[src/rtl/evt_pkg.sv]
package evt_pkg;

    typedef enum logic [1:0] {
        SEL_LATCH = 2'd0,
        SEL_MASK  = 2'd1,
        SEL_PEND  = 2'd2,
        SEL_NONE  = 2'd3
    } reg_sel_e;

endpackage

[src/rtl/evt_edge.sv]
module evt_edge #(
    parameter int NUM_EVT = 16
) (
    input  logic               clk,
    input  logic               rst_n,
    input  logic [NUM_EVT-1:0] evt_in,
    output logic [NUM_EVT-1:0] rise
);
    typedef struct packed {
        logic [NUM_EVT-1:0] smp;
        logic [NUM_EVT-1:0] hist;
    } edge_st_t;

    edge_st_t st_d, st_q;

    always_comb begin
        st_d      = st_q;
        st_d.smp  = evt_in;
        st_d.hist = st_q.smp;
    end

    always_ff @(posedge clk or negedge rst_n) begin
        if (!rst_n) st_q <= '0;
        else        st_q <= st_d;
    end

    assign rise = st_q.smp & ~st_q.hist;

    // an edge is reported for exactly one cycle
    p_rise_single_r2: assert property (@(posedge clk) disable iff (!rst_n)
        (rise != '0) |=> ((rise & $past(rise)) == '0));

endmodule

[src/rtl/evt_ffs.sv]
module evt_ffs #(
    parameter int NUM_EVT = 16,
    localparam int IDX_W  = $clog2(NUM_EVT)
) (
    input  logic [NUM_EVT-1:0] vec,
    output logic               found,
    output logic [IDX_W-1:0]   idx
);
    always_comb begin
        found = 1'b0;
        idx   = '0;
        for (int i = NUM_EVT - 1; i >= 0; i--) begin
            if (vec[i]) begin
                found = 1'b1;
                idx   = IDX_W'(i);
            end
        end
    end
endmodule

[src/rtl/evt_rdmux.sv]
module evt_rdmux #(
    parameter int NUM_EVT = 16
) (
    input  logic               sup_mode,
    input  logic [1:0]         sel,
    input  logic [NUM_EVT-1:0] lat,
    input  logic [NUM_EVT-1:0] msk,
    input  logic [NUM_EVT-1:0] pnd,
    output logic [NUM_EVT-1:0] rdata
);
    import evt_pkg::*;

    always_comb begin
        rdata = '0;
        if (sup_mode) begin
            case (reg_sel_e'(sel))
                SEL_LATCH: rdata = lat;
                SEL_MASK:  rdata = msk;
                SEL_PEND:  rdata = pnd;
                default:   rdata = '0;
            endcase
        end
    end
endmodule

[src/rtl/core_evt_ctl.sv]
module core_evt_ctl #(
    parameter int NUM_EVT  = 16,
    parameter int GP_FIRST = 7,
    localparam int IDX_W   = $clog2(NUM_EVT)
) (
    input  logic               clk,
    input  logic               rst_n,
    input  logic [NUM_EVT-1:0] evt_in,
    input  logic               sup_mode,
    input  logic               reg_wr,
    input  logic [1:0]         reg_sel,
    input  logic [NUM_EVT-1:0] reg_wdata,
    output logic [NUM_EVT-1:0] reg_rdata,
    input  logic               glb_set,
    input  logic               glb_clr,
    output logic               core_req,
    output logic [IDX_W-1:0]   core_vec,
    input  logic               core_ack,
    input  logic               core_ret
);
    import evt_pkg::*;

    typedef struct packed {
        logic [NUM_EVT-1:0] lat;
        logic [NUM_EVT-1:0] msk;
        logic [NUM_EVT-1:0] pnd;
        logic               en;
    } ctl_st_t;

    ctl_st_t st_d, st_q;

    logic [NUM_EVT-1:0] rise;
    logic [NUM_EVT-1:0] core_bits;
    logic [NUM_EVT-1:0] gate;
    logic [NUM_EVT-1:0] cand;
    logic               cand_found, pend_found;
    logic [IDX_W-1:0]   cand_idx, pend_idx;
    logic               wr_ok;

    evt_edge #(.NUM_EVT(NUM_EVT)) u_edge (
        .clk    (clk),
        .rst_n  (rst_n),
        .evt_in (evt_in),
        .rise   (rise)
    );

    // events below GP_FIRST ignore the global enable
    for (genvar g = 0; g < NUM_EVT; g++) begin : g_core
        assign core_bits[g] = (g < GP_FIRST);
    end

    assign gate = st_q.en ? {NUM_EVT{1'b1}} : core_bits;
    assign cand = st_q.lat & st_q.msk & gate;

    evt_ffs #(.NUM_EVT(NUM_EVT)) u_cand (
        .vec   (cand),
        .found (cand_found),
        .idx   (cand_idx)
    );

    evt_ffs #(.NUM_EVT(NUM_EVT)) u_pend (
        .vec   (st_q.pnd),
        .found (pend_found),
        .idx   (pend_idx)
    );

    assign core_req = cand_found && (!pend_found || (cand_idx < pend_idx));
    assign core_vec = cand_idx;
    assign wr_ok    = reg_wr && sup_mode;

    evt_rdmux #(.NUM_EVT(NUM_EVT)) u_rd (
        .sup_mode (sup_mode),
        .sel      (reg_sel),
        .lat      (st_q.lat),
        .msk      (st_q.msk),
        .pnd      (st_q.pnd),
        .rdata    (reg_rdata)
    );

    always_comb begin
        st_d = st_q;
        if (wr_ok && reg_sel_e'(reg_sel) == SEL_LATCH)
            st_d.lat = st_q.lat & (reg_wdata | st_q.msk);
        if (wr_ok && reg_sel_e'(reg_sel) == SEL_MASK)
            st_d.msk = reg_wdata;
        if (core_ret) begin
            if (pend_found) st_d.pnd[pend_idx] = 1'b0;
        end else if (core_ack && core_req) begin
            st_d.pnd[cand_idx] = 1'b1;
            st_d.lat[cand_idx] = 1'b0;
        end
        st_d.lat = st_d.lat | rise;
        if (glb_clr)      st_d.en = 1'b0;
        else if (glb_set) st_d.en = 1'b1;
    end

    always_ff @(posedge clk or negedge rst_n) begin
        if (!rst_n) begin
            st_q     <= '0;
            st_q.en  <= 1'b1;
        end else begin
            st_q <= st_d;
        end
    end

    // accepted event becomes pending
    p_ack_pend_r3: assert property (@(posedge clk) disable iff (!rst_n)
        (core_ack && core_req && !core_ret) |=> st_q.pnd[$past(core_vec)]);

    // accepted event leaves the latch unless a fresh edge arrived
    p_ack_unlatch_r3: assert property (@(posedge clk) disable iff (!rst_n)
        (core_ack && core_req && !core_ret)
            |=> (!st_q.lat[$past(core_vec)] || $past(rise[core_vec])));

    // only latched, unmasked events are offered
    p_req_unmasked_r5: assert property (@(posedge clk) disable iff (!rst_n)
        core_req |-> (st_q.lat[core_vec] && st_q.msk[core_vec]));

    // request outranks every active level
    p_req_above_r6: assert property (@(posedge clk) disable iff (!rst_n)
        core_req |-> ((st_q.pnd & ((NUM_EVT'(1) << core_vec) << 1) - NUM_EVT'(1)) == '0
                      || (st_q.pnd & ~(((NUM_EVT'(1) << core_vec) << 1) - NUM_EVT'(1))) == st_q.pnd
                         && (st_q.pnd & (((NUM_EVT'(1) << core_vec) << 1) - NUM_EVT'(1))) == '0));

    // a return retires exactly one active level
    p_ret_one_r7: assert property (@(posedge clk) disable iff (!rst_n)
        (core_ret && st_q.pnd != '0) |=> ($countones(st_q.pnd) == $countones($past(st_q.pnd)) - 1));

    // with the global enable clear only low events are offered
    p_glb_gate_r8: assert property (@(posedge clk) disable iff (!rst_n)
        (core_req && !st_q.en) |-> (int'(core_vec) < GP_FIRST));

    // user-mode writes leave the mask alone
    p_user_wr_r9: assert property (@(posedge clk) disable iff (!rst_n)
        (reg_wr && !sup_mode) |=> (st_q.msk == $past(st_q.msk)));

endmodule

[config.mk]
export PLATFORM = sky130hd
export DESIGN_NAME = core_evt_ctl
export DESIGN_NICKNAME = d
export VERILOG_FILES = /design/src/rtl/evt_pkg.sv /design/src/rtl/evt_edge.sv /design/src/rtl/evt_ffs.sv /design/src/rtl/evt_rdmux.sv /design/src/rtl/core_evt_ctl.sv
export SDC_FILE = /design/constraint.sdc
export NUM_CORES = 1
export LEC_CHECK = 0
export ABC_CLOCK_PERIOD_IN_PS = 4050
export BUFFER_PORTS_ARGS = -buffer_cell sky130_fd_sc_hd__buf_4
export CAP_MARGIN = 30
export CORE_MARGIN = 1
export CORE_UTILIZATION = 36
export CTS_CLUSTER_SIZE = 10
export DETAILED_ROUTE_END_ITERATION = 16
export GPL_TIMING_DRIVEN = 1
export PLACE_DENSITY_LB_ADDON = 0.1
export REMOVE_ABC_BUFFERS = 1
export SLEW_MARGIN = 15
export SYNTH_ARGS = -nofsm -noshare
export SYNTH_HDL_FRONTEND = slang
export SYNTH_HIERARCHICAL = 1
export SYNTH_SLANG_ARGS = --single-unit
[constraint.sdc]
create_clock -name clk -period 4.05 [get_ports clk]
set_input_delay 0.81 -clock clk [delete_from_list [all_inputs] [get_ports clk]]
set_output_delay 0.81 -clock clk [all_outputs]
set_load 0.01 [all_outputs]
==> reports/results.tsv <==
metric	value	unit
syn_area_per_cell	10.3	um^2
drt_first_pass_iters	11	
nets	531	
r2r_end	st_q[3]	
grt-ovfl-total	0	
layout_commonest_cell	dfrtp_1	
fin_util	0.458	
cts_tree	built	
crit_arrival	2.89	ns
share_seq_of_total_power	0.330	
worstHoldStart	u_edge/st_d[13]	
ys.flop_type	dfrtp_1	
comb_power_share	0.400	
min_period	3.70	ns
clock_sinks	81	
grt_setup_unrepaired	false	
antenna_cells	0	
grt_pass1_vias	3494	
timing.max_cap.violations	0	
violations	DRC	
swShare	0.386	
antenna_left	0	
layout_common_cells	dfrtp_1 (80), buf_4 (70), a21oi_1 (36)	
grtUsageTotal	0.213	
p_leak	2.27	nW
die_area	12500	um^2
dieHeight	112	um
fp.dieW	112	um
synthesis.area	4340	um^2
pwr-share-clk	0.270	
netlist_instances	420	
fin_worst_skew	0.00572	ns
synth.distinct_cells	53	
clockBufferDepth	2	
via_per_inst	5.47	
hold_path_depth	0	
cts_root_buf	clkbuf_16	
cts-htree-levels	3	
worst-r2r-cell-count	10	
synth_edf_count	0	
finalCritPeriodShare	0.914	
intPower	2.05	mW
drc	4	
routabilityCongestion	0.853	
whs	0.372	ns
vias	3463	
cts_hold_buf	0	
status	finished, violations left	
port_buffers	62	
ys_seq_area_frac	0.468	
grt_pass1_wl	19800	um
critPathLaunchType	register	
dp_hpwl	8770	um
wire_per_inst	19.5	um
setup.worst_path.class	register to output pin	
yosys_register_bits	81	
final_layout_size_suffix_gt1_frac	0.273	
ios	63	
hp-class	register to register	
fillCellCount	1141	
power.density_cell_area	630	nW/um^2
routed_wl	12300	um
antenna_found_initial	0	
slew_headroom	0.556	
drt_iter0_drc	138	
areaGrowthSynthToFinish	22.1	%
hold_viol	0	
rows	39	
initial_core_util	0.375	
numCtsBuffers	9	
grt_max_degree	50	
worst_pin_slew	0.667	ns
crit_required	3.24	ns
reg2reg_from	st_q[0]	
clock_insertion_delay_worst_skew	0.34	ns
dpl_worst_slack	0.612	ns
final_max_slew_viol_count	0	
ir_drop	0.334	mV
p_sw	1.29	mW
fmax	270	MHz
synthArstFlopShare	1.00	
min_to	u_edge/st_q[13]	
end_kind	output pin	
r2r_setup_slack	1.07	ns
setup-violations-final	0	
ys_warn_count	6	
path_clk_slew	0.06	ns
setup_ws	0.348	ns
cp_max_fo	10	
core-area	11600	um^2
setup_tns	0	ns
==> synth_stat cells (13+ instances only) <==
| cell type | count | area share |
|---|---|---|
| a21oi_1 | 36 | 0.042 |
| and2_1 | 23 | 0.033 |
| dfrtp_1 | 80 | 0.46 |
| mux2_2 | 16 | 0.042 |
| mux2i_1 | 16 | 0.037 |
| nand2_1 | 32 | 0.028 |
| nand3b_1 | 17 | 0.029 |
| nor2_1 | 21 | 0.018 |
| nor2b_4 | 16 | 0.051 |
| nor3_1 | 13 | 0.015 |
| o21ai_1 | 16 | 0.018 |
| o31ai_1 | 14 | 0.024 |
| or3_1 | 14 | 0.020 |
==> worst max path at each step <==
stage / startpoint / endpoint / slack, ns
3_3_place_gp: st_q[0] / core_req / 0.69
6_report: st_q[0] / core_req / 0.35
3_5_place_dp: st_q[0] / core_req / 0.61
5_1_grt: st_q[0] / core_req / 0.09
4_1_cts: st_q[0] / core_req / 0.22
2_1_floorplan: st_q[0] / core_req / 0.35
==> critical path, stage by stage (launching register included) <==
cell and delay, ns:
dfstp_2 0.61, and3_1 0.20, nor2_1 0.07, nor3_1 0.15, o31ai_1 0.11, a31oi_2 0.34
ha_1 0.30, o211ai_1 0.23, o21ai_2 0.15, a21boi_0 0.24, buf_4 0.16
==> power by group through the flow <==
stage	Combinational, mW	Clock, mW	Sequential, mW
global route	1.48	0.961	1.13
CTS	1.33	0.932	1.10
finish	1.33	0.901	1.10
detailed placement	1.32	0	1.12
floorplan	0.838	0	1.05
global placement	1.32	0	1.12
==> flip-flops by register name, indices dropped and copies added (netlist names) <==
signal	cells
u_edge/st_q	16
u_edge/st_d	16
st_q	49
==> per-stage QoR <==
stage	std cells	area, um^2	power (mW)
finish	633	5290	3.34
global route	633	5290	3.57
CTS	633	5290	3.36
detailed placement	618	4960	2.44
global placement	617	4940	2.44
floorplan	404	4230	1.89
==> cells by family after synthesis <==
family                   after synthesis  synth area share
adder cells (fa/ha/maj)                3           0.00866
AND/OR/NAND/NOR                      183             0.274
flip-flops                            81             0.468
buffers and inverters                 27            0.0335
AO/OA/AOI/OAI                         94             0.138
multiplexers                          32            0.0785
==> per-layer routing <==
| metal | vias up | global-route usage | part of all wire |
|---|---|---|---|
| li1 | 1649 | - | - |
| met1 | 1713 | 0.291 | 0.47 |
| met2 | 88 | 0.337 | 0.47 |
| met3 | 13 | 0.0408 | 0.039 |
| met4 | 0 | 0.0757 | 0.015 |
| met5 | - | 0 | 0 |
==> area by class of cell <==
class | count | area (um^2) | area share
clock buffer | 13 | 270 | 0.0511
timing repair buffer | 71 | 546 | 0.103
inverter | 11 | 41.3 | 0.00780
clock inverter | 2 | 60.1 | 0.0113
tap | 143 | 179 | 0.0338
multi-input combinational | 312 | 2170 | 0.410
sequential | 81 | 2030 | 0.383
==> timing repair <==
item | CTS | global route
endpoints found under the setup margin | 0 | 1
buffers inserted | 0 | 0
resized for setup | 0 | 1
Note: power is estimated with default switching activity, not from simulation.
